[config.mk]
export PLATFORM = sky130hd
export DESIGN_NAME = rtype_alu
export DESIGN_NICKNAME = d
export VERILOG_FILES = /design/src/rtl/rtype_alu_pkg.sv /design/src/rtl/rtype_alu_decode.sv /design/src/rtl/rtype_alu_addsub.sv /design/src/rtl/rtype_alu_shift.sv /design/src/rtl/rtype_alu.sv
export SDC_FILE = /design/constraint.sdc
export NUM_CORES = 1
export LEC_CHECK = 0
export ABC_AREA = 1
export BUFFER_PORTS_ARGS = -buffer_cell sky130_fd_sc_hd__buf_2
export CAP_MARGIN = 20
export CORE_MARGIN = 2
export CORE_UTILIZATION = 45
export DETAILED_ROUTE_END_ITERATION = 8
export PLACE_DENSITY = 0.78
export SLEW_MARGIN = 20
export SYNTH_ARGS = -nofsm -noshare
export SYNTH_HDL_FRONTEND = slang
export SYNTH_SLANG_ARGS = --single-unit
[constraint.sdc]
create_clock -name vclk -period 5.2
set_clock_uncertainty 0.15 [all_clocks]
set_input_delay 1.04 -clock vclk [all_inputs]
set_output_delay 1.04 -clock vclk [all_outputs]
set_load 0.01 [all_outputs]
[src/rtl/rtype_alu_pkg.sv]
package rtype_alu_pkg;

  localparam int unsigned F7W = 7;
  localparam int unsigned F3W = 3;

  localparam logic [F7W-1:0] F7_BASE = 7'b0000000;
  localparam logic [F7W-1:0] F7_ALT  = 7'b0100000;

  localparam logic [F3W-1:0] F3_ADDSUB = 3'b000;
  localparam logic [F3W-1:0] F3_SLL    = 3'b001;
  localparam logic [F3W-1:0] F3_SLT    = 3'b010;
  localparam logic [F3W-1:0] F3_SLTU   = 3'b011;
  localparam logic [F3W-1:0] F3_XOR    = 3'b100;
  localparam logic [F3W-1:0] F3_SHR    = 3'b101;
  localparam logic [F3W-1:0] F3_OR     = 3'b110;
  localparam logic [F3W-1:0] F3_AND    = 3'b111;

  typedef enum logic [3:0] {
    OP_ADD,
    OP_SUB,
    OP_SLL,
    OP_SLT,
    OP_SLTU,
    OP_XOR,
    OP_SRL,
    OP_OR,
    OP_AND,
    OP_NONE
  } alu_op_e;

endpackage

[src/rtl/rtype_alu_decode.sv]
module rtype_alu_decode
  import rtype_alu_pkg::*;
(
  input  logic [F7W-1:0] funct7,
  input  logic [F3W-1:0] funct3,
  output alu_op_e        op,
  output logic           op_bad
);

  always_comb begin
    op = OP_NONE;
    if (funct7 == F7_BASE) begin
      case (funct3)
        F3_ADDSUB: op = OP_ADD;
        F3_SLL:    op = OP_SLL;
        F3_SLT:    op = OP_SLT;
        F3_SLTU:   op = OP_SLTU;
        F3_XOR:    op = OP_XOR;
        F3_SHR:    op = OP_SRL;
        F3_OR:     op = OP_OR;
        F3_AND:    op = OP_AND;
        default:   op = OP_NONE;
      endcase
    end else if (funct7 == F7_ALT) begin
      // only subtraction is decoded here; the sign-filling shift stays unsupported
      if (funct3 == F3_ADDSUB) begin
        op = OP_SUB;
      end
    end
  end

  assign op_bad = (op == OP_NONE);

endmodule

[src/rtl/rtype_alu_addsub.sv]
module rtype_alu_addsub #(
  parameter int unsigned XLEN = 32
) (
  input  logic [XLEN-1:0] a,
  input  logic [XLEN-1:0] b,
  input  logic            subtract,
  output logic [XLEN-1:0] sum,
  output logic            lt_signed,
  output logic            lt_unsigned
);

  localparam int unsigned MSB = XLEN - 1;

  logic [XLEN-1:0] b_eff;
  logic [XLEN:0]   wide;
  logic            carry;

  assign b_eff = b ^ {XLEN{subtract}};
  assign wide  = {1'b0, a} + {1'b0, b_eff} + {{XLEN{1'b0}}, subtract};
  assign sum   = wide[XLEN-1:0];
  assign carry = wide[XLEN];

  // valid only while subtract is high: a borrow means a < b unsigned
  assign lt_unsigned = ~carry;
  assign lt_signed   = (a[MSB] != b[MSB]) ? a[MSB] : wide[MSB];

endmodule

[src/rtl/rtype_alu_shift.sv]
module rtype_alu_shift #(
  parameter int unsigned XLEN = 32,
  parameter int unsigned SHW  = $clog2(XLEN)
) (
  input  logic [XLEN-1:0] data,
  input  logic [SHW-1:0]  shamt,
  input  logic            to_right,
  output logic [XLEN-1:0] shifted
);

  logic [XLEN-1:0] data_rev;
  logic [XLEN-1:0] core_in;
  logic [XLEN-1:0] core_out;
  logic [XLEN-1:0] out_rev;
  logic [XLEN-1:0] stage [0:SHW];

  genvar i;
  generate
    for (i = 0; i < XLEN; i++) begin : g_rev
      assign data_rev[i] = data[XLEN-1-i];
      assign out_rev[i]  = core_out[XLEN-1-i];
    end
  endgenerate

  // a right shift is a left shift of the bit-reversed word
  assign core_in  = to_right ? data_rev : data;
  assign stage[0] = core_in;

  genvar k;
  generate
    for (k = 0; k < SHW; k++) begin : g_stage
      assign stage[k+1] = shamt[k] ? (stage[k] << (2 ** k)) : stage[k];
    end
  endgenerate

  assign core_out = stage[SHW];
  assign shifted  = to_right ? out_rev : core_out;

endmodule

[src/rtl/rtype_alu.sv]
module rtype_alu
  import rtype_alu_pkg::*;
#(
  parameter int unsigned XLEN = 32,
  localparam int unsigned SHW = $clog2(XLEN)
) (
  input  logic [XLEN-1:0] op_a,
  input  logic [XLEN-1:0] op_b,
  input  logic [F7W-1:0]  funct7,
  input  logic [F3W-1:0]  funct3,
  output logic [XLEN-1:0] result,
  output logic            illegal
);

  alu_op_e         op;
  logic            op_bad;
  logic            do_sub;
  logic            do_right;
  logic [XLEN-1:0] arith;
  logic            lt_s;
  logic            lt_u;
  logic [XLEN-1:0] shifted;

  rtype_alu_decode u_dec (
    .funct7 (funct7),
    .funct3 (funct3),
    .op     (op),
    .op_bad (op_bad)
  );

  assign do_sub   = (op == OP_SUB) || (op == OP_SLT) || (op == OP_SLTU);
  assign do_right = (op == OP_SRL);

  rtype_alu_addsub #(.XLEN(XLEN)) u_add (
    .a           (op_a),
    .b           (op_b),
    .subtract    (do_sub),
    .sum         (arith),
    .lt_signed   (lt_s),
    .lt_unsigned (lt_u)
  );

  rtype_alu_shift #(.XLEN(XLEN), .SHW(SHW)) u_shf (
    .data     (op_a),
    .shamt    (op_b[SHW-1:0]),
    .to_right (do_right),
    .shifted  (shifted)
  );

  always_comb begin
    result = '0;
    case (op)
      OP_ADD,
      OP_SUB:  result = arith;
      OP_SLL,
      OP_SRL:  result = shifted;
      OP_SLT:  result = {{(XLEN-1){1'b0}}, lt_s};
      OP_SLTU: result = {{(XLEN-1){1'b0}}, lt_u};
      OP_XOR:  result = op_a ^ op_b;
      OP_OR:   result = op_a | op_b;
      OP_AND:  result = op_a & op_b;
      default: result = '0;
    endcase
  end

  assign illegal = op_bad;

endmodule

[After elaboration in Yosys (flattened, before gate mapping)]
Memory sizes are Yosys's and may differ from the RTL's.
Index checks and enable logic that the tools add are counted.
W data, S select, Z words.
Word-level totals
  register bits: 0
  bits in read-only memories: 32
  input bits: 74
  output and inout port bits: 33
  word-level logic and storage cells: 38
  memories: 1
Cells by class
  add/subtract/negate cells: 2
  equality and inequality tests: 11
  multiplexer cells: 12
  bitwise operators: 5
  reduce and logical (&&, ||, !) cells: 7
Memory list
  (no name shown): depth 8, bits a word 4, read ports 1, clocked after memory_dff 0, write ports 0, RTL line rtype_alu_decode.sv:13  | case (funct3)
Operators with widths (number)
  $mux W32: 7
  $pmux W32 S7: 1
  $xor A32 B32 Y32: 2
  $add A32 B32 Y33: 1
  $add A33 B1 Y33: 1
  $and A32 B32 Y32: 1
  $or A32 B32 Y32: 1
  $eq A4 B3 Y1 const B: 4
  $mux W4: 3
  $eq A4 B2 Y1 const B: 2
  $eq A4 B4 Y1 const B: 2
  $eq A7 B6 Y1 const B: 1
  $logic_not A7 Y1: 1
  $eq A4 B1 Y1 const B: 1
  $logic_not A4 Y1: 1
  $reduce_or A2 Y1: 2
  $logic_not A3 Y1: 1
  $logic_or A1 B1 Y1: 2
  $mux W1: 1
  $ne A1 B1 Y1: 1
  $not A1 Y1: 1

[Longest topological paths before layout]
  depth after elaboration: 13
  depth in mapped cells: 26
  depth with buffers taken out: 25

[Hierarchy]
A second synthesis with hierarchy kept.
Second synthesis, totals
  cells, all modules: 1508
  area total of the unflattened synthesis: 8082.8 µm²
By module, submodules not included
  rtype_alu_shift: times used 1, cells each 520, area an instance 2845.2 µm², seq. area each 0.0 µm²
  rtype_alu: times used 1, cells each 556, area an instance 2776.4 µm², seq. area each 0.0 µm²
  rtype_alu_addsub: times used 1, cells each 401, area an instance 2282.2 µm², seq. area each 0.0 µm²
  rtype_alu_decode: times used 1, cells each 31, area an instance 178.9 µm², seq. area each 0.0 µm²

[Worst setup path after synthesis]
OpenSTA, ideal clock, no wires.
  kind: input -> output
  start point: input funct3[0]
  end point: output result[18]
  data arrival time: 3945 ps
  required time: 4010 ps
  path slack: 65 ps
  stages: 22
  buffers on the path: 1
  cells stage by stage: inv_1 -> ha_1 -> o21ai_1 -> nand2_1 -> nor2_1 -> nand2_1 -> nand2_1 -> buf_2 -> xor2_1 -> fa_1 -> nand3_1 -> nand2_1 -> nand2_1 -> a21oi_1 -> a21oi_1 -> inv_1 -> a21oi_1 -> or2_2 -> nand3_1 -> o2111ai_1 -> nor2_1 -> nand2_1
Between the ends
  cells in the longest elaborated chain, start to end: 13
  elaborated cells on any way between the ends: 29
  classes of those cells: add/sub: 2; eq/ne: 8; mux: 11; bitwise: 1; reduce/logical: 6; memory: 1
RTL lines
  from (decl): RTL line rtype_alu.sv:10  | input logic [F3W-1:0] funct3,
  parallel branches: the longest is 3 deep, another holds $mem_v2 Z8 W4
  $mux W4 (*): RTL line rtype_alu_decode.sv:12  | if (funct7 == F7_BASE) begin
  parallel branches: the longest is 8 deep, another holds $add A32 B32 Y33
  $pmux W32 S7 (*): RTL line rtype_alu.sv:52  | case (op)
  to (decl): RTL line rtype_alu.sv:11  | output logic [XLEN-1:0] result,
Every way passes the cells marked *.

[Worst setup path after layout]
  start point: input funct3[0]
  end point: output result[0]
Between the ends
  cells in the longest elaborated chain, start to end: 13
  elaborated cells on any way between the ends: 31
  classes of those cells: add/sub: 2; eq/ne: 8; mux: 12; bitwise: 2; reduce/logical: 6; memory: 1
RTL lines (RTL line)
  parallel branches: the longest is 3 deep, another holds $mem_v2 Z8 W4
  $mux W4 (*): rtype_alu_decode.sv:12
  parallel branches: the longest is 8 deep, another holds $add A32 B32 Y33
  $pmux W32 S7 (*): rtype_alu.sv:52
Marked as above.

==> results.toml <==
[timing]
min_period_ps = 5831
post-route-period-util_pct = 112.1
grt_setup_unrepaired = "true"
hold_viol = 0
slew-limit-headroom_pct = 34.17
layout_setup_ws_ps = -631.3
setup_viol = 32
setup_tns_ps = -12590
worst-slew-pin-transition_ps = 981.6
slew_viol_final = 0
fmaxAchievable_mhz = 171.5

[die]
rows = 44
io_pins = 107
start_util_pct = 45.83
fp.dieArea_um2 = 15680
die_h_um = 125.2
coreArea_um2 = 14420
fp.dieW_um = 125.2

[critical_path]
crit_required_ps = 4010
path_delay_family = "simple AND/OR/NAND/NOR gates"
cpPeakStageDelay_ps = 390
cp_data_arrival_time_ps = 4640
crit_cells = 28
cp_slowest_cell = "xor2_2"
end_kind = "output pin"
crit_fanout = 4
critical_path_class = "in2out"
critical_path_buf_inv_count = 7
critPathMostFrequentCell = "nand2_1"
cp-start-kind = "primary input"

[hold_path]
hp-class = "in2out"
min_path_cells = 5
hold_path_startpoint = "op_b[7]"
hold_path_end = "result[7]"

[run_status]
violations = "design-rule violations, negative setup slack"
status = "finished, violations left"

[power_and_ir_drop]
peakVddDrop_v = 0.00006700
p_int_mw = 0.3483
p_sw_share_pct = 59.93
seq_power_share_pct = 0
clkPwrFrac_pct = 0
p_leak_nw = 5.065
total_power_mw = 0.8693
power_density_nw_per_um2 = 89.39
combinationalPowerShare_pct = 100.0
netSwitchingPower_mw = 0.5210

[global_routing]
grt_pass1_vias = 9118
gr-total-overflow = 0
antenna_found_initial = 2
grt_max_degree = 36
track_usage_pct = 38.47
grt_pass1_wl_um = 48540

[drt]
drtPass1Iterations = 9
via_per_inst = 6.545
post_drt_wl_per_cell_um = 22.68
num_vias = 10750
drt_iter0_markers = 1942
drt_wl_total_um = 37260
drc = 41
ant_nets = 0

[synthesis]
syn-cell-area_um2 = 6610
synth_cell_types = 45
synth_cells = 1209
syn_avg_cell_area_um2 = 5.467
yosysWarnings = 0
synth_nets = 1384
ys_seq_area_share_pct = 0

[job]
cap_violations = 0

[finish]
utilization_pct = 67.42
instances_no_fill = 1643
final_nets = 1634
fin_area_um2 = 9724
layout-area-overhead-vs-synth_pct = 47.11
seq_cell_count = 0
nClkBuffers = 0
fillers = 1158
drive_gt1_share_pct = 33.01
seq_area_um2 = 0

[clocking]
postCtsHoldBufs = 0

[placed_design]
dp_hpwl_um = 23770
postPlaceCellArea_um2 = 8145
placed_cells = 1574
io_buffer_count = 107
gp_congestion = 1.077
==> layer usage <==
layer	global-route usage [%]	share of wire (%)	up-vias
li1	-	-	4629
met1	48.40	33	4777
met2	60.07	41	1031
met3	8.387	15	317
met4	23.27	9.9	0
met5	0	0	-
==> cells in the mapped netlist, types with 4 or more instances <==
| library cell | instances | share of area, % |
|---|---|---|
| inv_1 | 116 | 6.6 |
| a31oi_1 | 7 | 0.66 |
| xor2_1 | 31 | 4.1 |
| buf_6 | 4 | 0.68 |
| a21o_1 | 5 | 0.57 |
| o21a_1 | 8 | 0.91 |
| nand3_2 | 4 | 0.61 |
| nand3b_1 | 6 | 0.68 |
| buf_2 | 21 | 1.6 |
| or2_2 | 7 | 0.66 |
| ha_1 | 100 | 19 |
| nand4_1 | 15 | 1.4 |
| nor4_1 | 4 | 0.38 |
| nor2_1 | 76 | 4.3 |
| nand3_1 | 258 | 20 |
| o21ai_0 | 46 | 3.5 |
| nand2_2 | 6 | 0.57 |
| a21oi_1 | 66 | 5.0 |
| o21ai_1 | 11 | 0.83 |
| a211oi_1 | 8 | 0.91 |
| clkbuf_1 | 26 | 1.5 |
| o211ai_1 | 17 | 1.9 |
| nor3_1 | 13 | 0.98 |
| nand2_1 | 310 | 18 |
| a221oi_1 | 12 | 1.6 |
==> cell families after synthesis <==
group	Yosys count	synth area share, %
AO/OA/AOI/OAI	193	17.62
XOR/XNOR	32	4.240
buffers and inverters	177	10.96
AND/OR/NAND/NOR	706	47.95
adder cells (fa/ha/maj)	101	19.23
==> area by class of cell <==
type,instances,area [µm²],share of cell area (%)
tap,184,230.2,2.367
timing repair inverter,1,7.507,0.07720
antenna,2,5.005,0.05147
inverter,122,478.0,4.915
multi-input combinational,1032,6755,69.47
timing repair buffer,302,2248,23.12
==> timing repair <==
action                                  CTS  global route
pin swaps                                27            47
gates cloned                              1             2
gates resized for setup                  87           164
endpoints found under the setup margin   26            31
setup buffers                            34            34
==> layout by cell type (no fill, tap or decap), types with 11 or more instances in the layout <==
cell      instances
a21oi_1          42
nand4_1          15
buf_6            23
o211ai_1         17
nor2_1           63
inv_1           105
buf_4           174
buf_2            95
xor2_1           24
nand3_2          17
nand2_1         277
ha_4             11
nand3_1         242
a21oi_2          22
nand2_2          31
o21ai_1          22
o21ai_0          23
ha_1             89
==> power by group through the flow <==
stage                     clock network [mW]  logic, mW  registers [mW]
final                           0.0000000373      0.869               0
after global routing                       0      0.916               0
after CTS                                  0      0.707               0
after detailed placement                   0      0.655               0
after global placement                     0      0.644               0
after floorplan                            0      0.373               0
==> tightest hold or removal path: cells and delay by family <==
family | cells | cell delay, ps
adder cells (fa/ha/maj) | 1 | 140
AO/OA/AOI/OAI | 1 | 70
buffers and inverters | 2 | 250
AND/OR/NAND/NOR | 1 | 100
==> worst max-delay path by stage <==
stage | startpoint | endpoint | slack [ps]
4_1_cts | funct7[6] | result[16] | -90
5_1_grt | funct7[1] | result[0] | -690
2_1_floorplan | funct3[0] | result[18] | 70
3_3_place_gp | funct3[0] | result[30] | -290
6_report | funct3[0] | result[0] | -630
3_5_place_dp | funct3[0] | result[25] | -400
==> through the flow <==
step	setup slack, ps	hold WS, ps
6_report	-631.3	2494
4_1_cts	-93.04	2411
3_5_place_dp	-398.8	2409
3_3_place_gp	-288.9	2405
5_1_grt	-694.7	2519
2_1_floorplan	65.09	2196
Power figures use the tool's default switching activity.
